File: src/rtl/zvt_pkg.sv
package zvt_pkg;
  localparam int SIDE_LO = 0;
  localparam int SIDE_HI = 1;
  localparam int N_SIDES = 2;

  // bits needed to hold values 0..maxv
  function automatic int cnt_bits(input int maxv);
    return (maxv < 1) ? 1 : $clog2(maxv + 1);
  endfunction
endpackage

File: src/rtl/zvt_sync.sv
module zvt_sync #(
  parameter int WIDTH  = 3,
  parameter int STAGES = 2
) (
  input  logic             clk,
  input  logic             rst,
  input  logic [WIDTH-1:0] d,
  output logic [WIDTH-1:0] q
);
  logic [WIDTH-1:0] stg [STAGES];

  always_ff @(posedge clk) begin
    if (rst) begin
      for (int i = 0; i < STAGES; i++) stg[i] <= '0;
    end else begin
      stg[0] <= d;
      for (int i = 1; i < STAGES; i++) stg[i] <= stg[i-1];
    end
  end

  assign q = stg[STAGES-1];
endmodule

File: src/rtl/zvt_qualifier.sv
module zvt_qualifier
  import zvt_pkg::*;
#(
  parameter int QUAL_CYC = 4
) (
  input  logic clk,
  input  logic rst,
  input  logic en,
  input  logic flag,
  input  logic li_edge,
  output logic qual
);
  localparam int CW = cnt_bits(QUAL_CYC);
  localparam logic [CW-1:0] QMAX = CW'(QUAL_CYC);

  logic [CW-1:0] run;
  logic          done;

  // fires on the (QUAL_CYC+1)-th consecutive high sample, once per transition
  assign qual = en && flag && !li_edge && !done && (run == QMAX);

  always_ff @(posedge clk) begin
    if (rst || !en || !flag || li_edge) run <= '0;
    else if (run != QMAX)               run <= run + 1'b1;
  end

  always_ff @(posedge clk) begin
    if (rst || !en || li_edge) done <= 1'b0;
    else if (qual)             done <= 1'b1;
  end
endmodule

File: src/rtl/zvt_defer.sv
module zvt_defer (
  input  logic clk,
  input  logic rst,
  input  logic en,
  input  logic qual,
  input  logic li_lvl,
  input  logic li_edge,
  output logic launch
);
  logic pend;
  logic pend_dir;

  // one PWM period later: next edge that returns LI to the qualifying level
  assign launch = en && pend && li_edge && (li_lvl == pend_dir);

  always_ff @(posedge clk) begin
    if (rst || !en) begin
      pend     <= 1'b0;
      pend_dir <= 1'b0;
    end else if (launch) begin
      pend <= 1'b0;
    end else if (qual && !pend) begin
      pend     <= 1'b1;
      pend_dir <= li_lvl;
    end
  end
endmodule

File: src/rtl/zvt_pulse_timer.sv
module zvt_pulse_timer
  import zvt_pkg::*;
#(
  parameter int DLY_CYC   = 3,
  parameter int PULSE_CYC = 6
) (
  input  logic clk,
  input  logic rst,
  input  logic en,
  input  logic start,
  output logic pulse_n
);
  localparam int TOTAL = DLY_CYC + PULSE_CYC;
  localparam int TW    = cnt_bits(TOTAL);
  localparam logic [TW-1:0] TLOAD = TW'(TOTAL);
  localparam logic [TW-1:0] TPW   = TW'(PULSE_CYC);

  logic [TW-1:0] tmr;
  logic [TW-1:0] tmr_nxt;

  always_comb begin
    if (!en)                      tmr_nxt = '0;
    else if (start && tmr == '0)  tmr_nxt = TLOAD;
    else if (tmr != '0)           tmr_nxt = tmr - 1'b1;
    else                          tmr_nxt = '0;
  end

  always_ff @(posedge clk) begin
    if (rst) begin
      tmr     <= '0;
      pulse_n <= 1'b1;
    end else begin
      tmr     <= tmr_nxt;
      pulse_n <= !((tmr_nxt != '0) && (tmr_nxt <= TPW));
    end
  end
endmodule

File: src/rtl/zvt_reporter.sv
module zvt_reporter
  import zvt_pkg::*;
#(
  parameter int SYNC_STAGES = 2,
  parameter int QUAL_CYC    = 4,
  parameter int PULSE_CYC   = 6,
  parameter int LO_DLY_CYC  = 3,
  parameter int HI_DLY_CYC  = 5
) (
  input  logic clk,
  input  logic rst,
  input  logic rpt_en,
  input  logic li_in,
  input  logic below_flag,
  input  logic above_flag,
  output logic lo_rpt_n,
  output logic hi_rpt_n
);
  localparam int SYNC_W = N_SIDES + 1;

  logic [SYNC_W-1:0]  sync_q;
  logic [N_SIDES-1:0] s_flag;
  logic               s_li;
  logic               li_prev;
  logic               li_edge;
  logic [N_SIDES-1:0] side_qual;
  logic [N_SIDES-1:0] tmr_start;
  logic [N_SIDES-1:0] rpt_n;
  logic               hi_launch;

  zvt_sync #(.WIDTH(SYNC_W), .STAGES(SYNC_STAGES)) u_sync (
    .clk (clk),
    .rst (rst),
    .d   ({li_in, above_flag, below_flag}),
    .q   (sync_q)
  );

  assign s_flag = sync_q[N_SIDES-1:0];
  assign s_li   = sync_q[N_SIDES];

  always_ff @(posedge clk) begin
    if (rst) li_prev <= 1'b0;
    else     li_prev <= s_li;
  end

  assign li_edge = s_li ^ li_prev;

  zvt_defer u_defer (
    .clk     (clk),
    .rst     (rst),
    .en      (rpt_en),
    .qual    (side_qual[SIDE_HI]),
    .li_lvl  (s_li),
    .li_edge (li_edge),
    .launch  (hi_launch)
  );

  assign tmr_start[SIDE_LO] = side_qual[SIDE_LO];
  assign tmr_start[SIDE_HI] = hi_launch;

  for (genvar g = 0; g < N_SIDES; g++) begin : g_side
    localparam int DLY = (g == SIDE_LO) ? LO_DLY_CYC : HI_DLY_CYC;

    zvt_qualifier #(.QUAL_CYC(QUAL_CYC)) u_qual (
      .clk     (clk),
      .rst     (rst),
      .en      (rpt_en),
      .flag    (s_flag[g]),
      .li_edge (li_edge),
      .qual    (side_qual[g])
    );

    zvt_pulse_timer #(.DLY_CYC(DLY), .PULSE_CYC(PULSE_CYC)) u_tmr (
      .clk     (clk),
      .rst     (rst),
      .en      (rpt_en),
      .start   (tmr_start[g]),
      .pulse_n (rpt_n[g])
    );
  end

  assign lo_rpt_n = rpt_n[SIDE_LO];
  assign hi_rpt_n = rpt_n[SIDE_HI];
endmodule

File: config.mk
export PLATFORM = sky130hd
export DESIGN_NAME = zvt_reporter
export DESIGN_NICKNAME = d
export VERILOG_FILES = /design/src/rtl/zvt_pkg.sv /design/src/rtl/zvt_sync.sv /design/src/rtl/zvt_qualifier.sv /design/src/rtl/zvt_defer.sv /design/src/rtl/zvt_pulse_timer.sv /design/src/rtl/zvt_reporter.sv
export SDC_FILE = /design/constraint.sdc
export NUM_CORES = 1
export LEC_CHECK = 0
export ABC_AREA = 1
export BUFFER_PORTS_ARGS = -buffer_cell sky130_fd_sc_hd__buf_2
export CAP_MARGIN = 20
export CORE_MARGIN = 2
export CORE_UTILIZATION = 55
export CTS_CLUSTER_SIZE = 25
export DETAILED_ROUTE_END_ITERATION = 7
export HOLD_SLACK_MARGIN = 0.03
export PLACE_DENSITY = 0.73
export SLEW_MARGIN = 20
export SYNTH_ARGS = -nofsm -noshare
export SYNTH_HDL_FRONTEND = slang
export SYNTH_HIERARCHICAL = 1
export SYNTH_SLANG_ARGS = --single-unit
File: constraint.sdc
create_clock -name clk -period 2.59 [get_ports clk]
set_input_delay 0.259 -clock clk [delete_from_list [all_inputs] [get_ports clk]]
set_output_delay 0.259 -clock clk [all_outputs]
set_load 0.01 [all_outputs]
# Word-level counts from Yosys, hierarchy flattened
# Memories as Yosys holds them, arrays and structs flattened.
# Cells that the tools add are included.
totals:
  regBits: 21
  ramBits: 6
  output_inout_bits: 2
  elab_cells: 77
  mem_count: 1
classes:
  add_sub_neg: 4
  order_cmp: 2
  n_eq_ne: 5
  mux: 11
  bitwise: 4
  n_reduce_logical: 39
memory_table:
  columns: ["memory", "words", "word_bits", "read_ports", "rd_clocked_by_memory_dff", "write_ports", "line_no", "rtl"]
  rows:
  - ["u_sync.stg", 2, 3, 2, 0, 2, "zvt_sync.sv:10", "logic [WIDTH-1:0] stg [STAGES];"]
ops:
  columns: ["operator", "count"]
  rows:
  - ["$mux 4", 6]
  - ["$logic_and 1x1->1", 16]
  - ["$reduce_bool 4->1", 4]
  - ["$logic_not 1->1", 9]
  - ["$le 4x3->1 const B", 2]
  - ["$logic_not 4->1", 2]
  - ["$sub 4x1->4 const B", 2]
  - ["$add 3x1->3 const B", 2]
  - ["$eq 3x3->1 const B", 2]
  - ["$logic_or 1x1->1", 6]
  - ["$mux 3", 2]
  - ["$ne 3x3->1 const B", 2]
  - ["$mux 1", 3]
  - ["$or 1x1->1", 2]
  - ["$reduce_and 2->1", 1]
  - ["$reduce_or 2->1", 1]
  - ["$eq 1x1->1", 1]
  - ["$not 1->1", 1]
  - ["$xor 1x1->1", 1]

# Depth between registers and ports, before layout
logic_depth:
  ltp_word: 11
  mapped_depth: 14

# By module
# The synthesis kept the hierarchy.
by_module_without_submodules:
  columns: ["module", "instances", "cells_each", "area_per_inst_um2", "seq_area_each_um2"]
  rows:
  - ["zvt_qualifier", 2, 26, 215.2, 80.1]
  - ["zvt_pulse_timer (g_side[1].u_tmr)", 1, 42, 287.8, 100.1]
  - ["zvt_pulse_timer (g_side[0].u_tmr)", 1, 46, 286.5, 100.1]
  - ["zvt_sync", 1, 21, 187.7, 120.1]
  - ["zvt_defer", 1, 21, 120.1, 40.0]
  - ["zvt_reporter", 1, 7, 42.5, 20.0]

# Worst setup path before layout
# OpenSTA, ideal clock, no wires.
synth_path:
  path_type: "reg-to-reg"
  from: "memory u_sync.stg[1][2], in the netlist u_sync/stg[0][5]"
  to: "register g_side[1].u_tmr.pulse_n"
  setup_ns: 0.123
  arrival_time_ns: 1.328
  slack_ns: 1.139
  stages_incl_launch_ff: 13
  period_less_slack_ns: 1.451
  cell_sequence: "dfxtp_1 buf_4 inv_1 nand2_1 nand2_1 nand2_1 nor2_1 and2_1 inv_1 nand3_2 nand3_2 nand3_1 nand3_1"
synth_rtl:
  columns: ["item", "line_no", "rtl"]
  rows:
  - ["start, declared", "zvt_sync.sv:10", null]
  - ["end signal, assigned", "zvt_pulse_timer.sv:34", "pulse_n <= !((tmr_nxt != '0) && (tmr_nxt <= TPW));"]
  - ["end, declared", "zvt_pulse_timer.sv:11", "output logic pulse_n"]

==> impl_metrics.py <==
metrics = {
    "cts": {
        "clk_latency_ns": 0.31,
        "clkTransAtPathRegs_ns": 0.14,
        "clock_sinks": 27,
        "h-tree-depth": 1,
        "hold_buffers": 0,
        "root_buffer": "clkbuf_4",
        "cts_resized": 0,
        "clk_path_buf_depth": 2,
        "cts_tree": "built",
        "cts_inserted_buffers": 3,
        "post-cts-setup-buffers": 0,
    },
    "routing": {
        "drc": 0,
        "drt_wl_total_mm": 2.139,
        "vias": 1076,
        "drt.antenna.violating_nets": 0,
        "drt-vias-per-instance": 4.782,
        "firstDrtPassIters": 4,
        "drtIter0Drc": 12,
        "routedWlPerCell_um": 9.507,
    },
    "worst_setup_path": {
        "path_max_fanout": 5,
        "worstPathArrival_ns": 1.81,
        "path_class": "reg -> reg",
        "r2r_setup_slack_ns": 0.99,
        "cp-end-kind": "flop",
        "timing.critical_path.required_ns": 2.80,
        "start_kind": "flop",
    },
    "synthesis": {
        "synth_cell_types": 21,
        "synth-seq-area-share_pct": 39.89,
        "yosysWarnings": 6,
        "avgSynthCellArea_um2": 7.170,
        "ys_ff_latch": 27,
        "syn_nets": 203,
        "syn_inst": 189,
        "synth_area_mm2": 0.001355,
    },
    "pwr": {
        "p_seq_share_pct": 61.0,
        "powerDensity_mw_per_mm2": 500.2,
        "ir_drop_mv": 0.2584,
        "p_leak_uw": 0.0006868,
        "power.share.switching_pct": 26.60,
        "p_clk_share_pct": 24.5,
        "power_frac_comb_pct": 14.5,
        "internal-power_uw": 525.1,
        "p_sw_uw": 190.3,
        "totalPowerFinal_uw": 715.4,
    },
    "global_routing": {
        "met1_usage_pct": 23.36,
        "antenna_found_initial": 0,
        "overflow": 0,
        "grt_pass1_wl_mm": 4.071,
        "grtUsageMet3_pct": 2.500,
        "met2_usage_pct": 32.92,
        "busiest_layer": "met2",
        "grt_max_degree": 21,
        "grt_use_total_pct": 18.64,
        "grt_pass1_vias": 1063,
    },
    "timing": {
        "rsz0062_at_grt": "false",
        "skew_ns": 0.001983,
        "slew_headroom_pct": 76.06,
        "post-route-period-util_pct": 61.61,
        "fmax_mhz": 626.7,
        "setup_violations": 0,
        "fin_crit_ns": 1.596,
        "hold_violations": 0,
        "tightest_slew_ns": 0.3590,
        "hold_ws_ns": 0.1293,
        "slew_violations": 0,
        "tns_ns": 0,
    },
    "final_layout": {
        "syn_to_final_growth_pct": 5.540,
        "diodes": 0,
        "final_net_count": 212,
        "stdcell_area_mm2": 0.001430,
        "drive_above_1_share_pct": 12.18,
        "layout_commonest_cell": "inv_1",
        "final_cell_mix": "inv_1 (41), nand2_1 (40), dfxtp_1 (27), nor2_1 (25), nand3_1 (12)",
    },
    "placed_design": {
        "io_buffers": 7,
        "place_congestion": 0.7750,
        "dp_hpwl_mm": 1.662,
        "placed_area_mm2": 0.001403,
    },
    "run": {
        "maxCapViolCount": 0,
    },
    "die": {
        "ios": 8,
        "die_h_um": 53.64,
        "die-area_mm2": 0.002877,
        "start_util_pct": 59.54,
        "fp-row-count": 17,
        "coreArea_mm2": 0.002276,
        "fp.dieW_um": 53.64,
    },
    "worst_hold_path": {
        "hold_path_class": "in -> reg",
    },
    "status": {
        "status": "finished clean",
    },
}
## critical path: stages (launching register included)
cell     delay, ns
dfxtp_1       0.39
inv_1         0.07
nand2_1       0.05
nand2_1       0.17
nand2_1       0.12
nor2_1        0.05
and2_1        0.15
inv_1         0.06
nand3_2       0.09
nand2_1       0.07
inv_1         0.05
a21oi_1       0.13
nand3_1       0.10
## layer usage
metal / vias to the layer above / part of all wire [%]
met5: - / 0
met1: 489 / 50
met3: 0 / 2.5
met4: 0 / 0
li1: 579 / -
met2: 8 / 48
## through the flow
stage | worst slack [ns] | utilization [%] | std cells
floorplan | 1.139 | - | 189
global placement | 1.109 | 61.63 | 221
detailed placement | 1.043 | 61.63 | 221
CTS | 0.9890 | 62.84 | 225
global route | 0.8297 | 62.84 | 225
finish | 0.9944 | 62.84 | 225
## state kept, by name, indices dropped and copies added (netlist names)
name,flops
g_side.u_tmr/tmr,8
u_sync/stg,6
g_side.u_qual/run,6
g_side.u_tmr/pulse_n,2
u_defer/pend_dir,1
g_side.u_qual/done,2
u_defer/pend,1
li_prev,1
## layout make-up
cell class | count | area, µm²
Fill cell | 217 | 845.8
Multi-Input combinational cell | 118 | 638.1
Inverter | 41 | 153.9
Tap cell | 28 | 35.03
Clock buffer | 3 | 22.52
Clock inverter | 1 | 5.005
Timing Repair Buffer | 7 | 35.03
Sequential cell | 27 | 540.5
## cell usage after synthesis
master | instances | share of area (%)
nor2_2 | 4 | 1.8
nand3b_1 | 2 | 1.1
nand2_1 | 40 | 11
a21oi_2 | 2 | 1.3
a21oi_1 | 8 | 3.0
ha_1 | 8 | 7.4
nor2_1 | 25 | 6.9
buf_4 | 3 | 1.7
nand2_2 | 3 | 1.4
o21ai_0 | 1 | 0.37
dfxtp_1 | 27 | 40
xnor2_1 | 2 | 1.3
xor2_1 | 3 | 1.9
nand3_2 | 2 | 1.5
nand3_1 | 12 | 4.4
a21boi_1 | 1 | 0.55
inv_1 | 41 | 11
and2_1 | 1 | 0.46
or2_1 | 1 | 0.46
nor4_1 | 1 | 0.46
nor2_4 | 2 | 1.7
## power by group through the flow
| stage | logic, µW | clock network (µW) | registers [µW] |
|---|---|---|---|
| after floorplan | 77.9 | 0 | 446 |
| after global placement | 100 | 0 | 445 |
| after detailed placement | 104 | 0 | 446 |
| after CTS | 104 | 185 | 437 |
| after global routing | 126 | 196 | 438 |
| final | 104 | 175 | 436 |
## final timing paths
check / start / to / cells after the start
worst min register to register: u_sync/stg[0][0] / u_sync/stg[0][3] / 2
worst max-delay path: u_sync/stg[0][5] / g_side[1].u_tmr/pulse_n / 12
worst max register to register: u_sync/stg[0][5] / g_side[1].u_tmr/pulse_n / 12
worst min-delay path: below_flag / u_sync/stg[0][0] / 3
## cell families after synthesis
logic type	Yosys count	synth area share (%)
fa+ha+maj	8	7.387
xor+xnor	5	3.232
compound gates	12	5.171
simple gates	93	31.30
flops	27	39.89
buf+inv	44	13.02
Note: power is estimated with default switching activity, not from simulation.
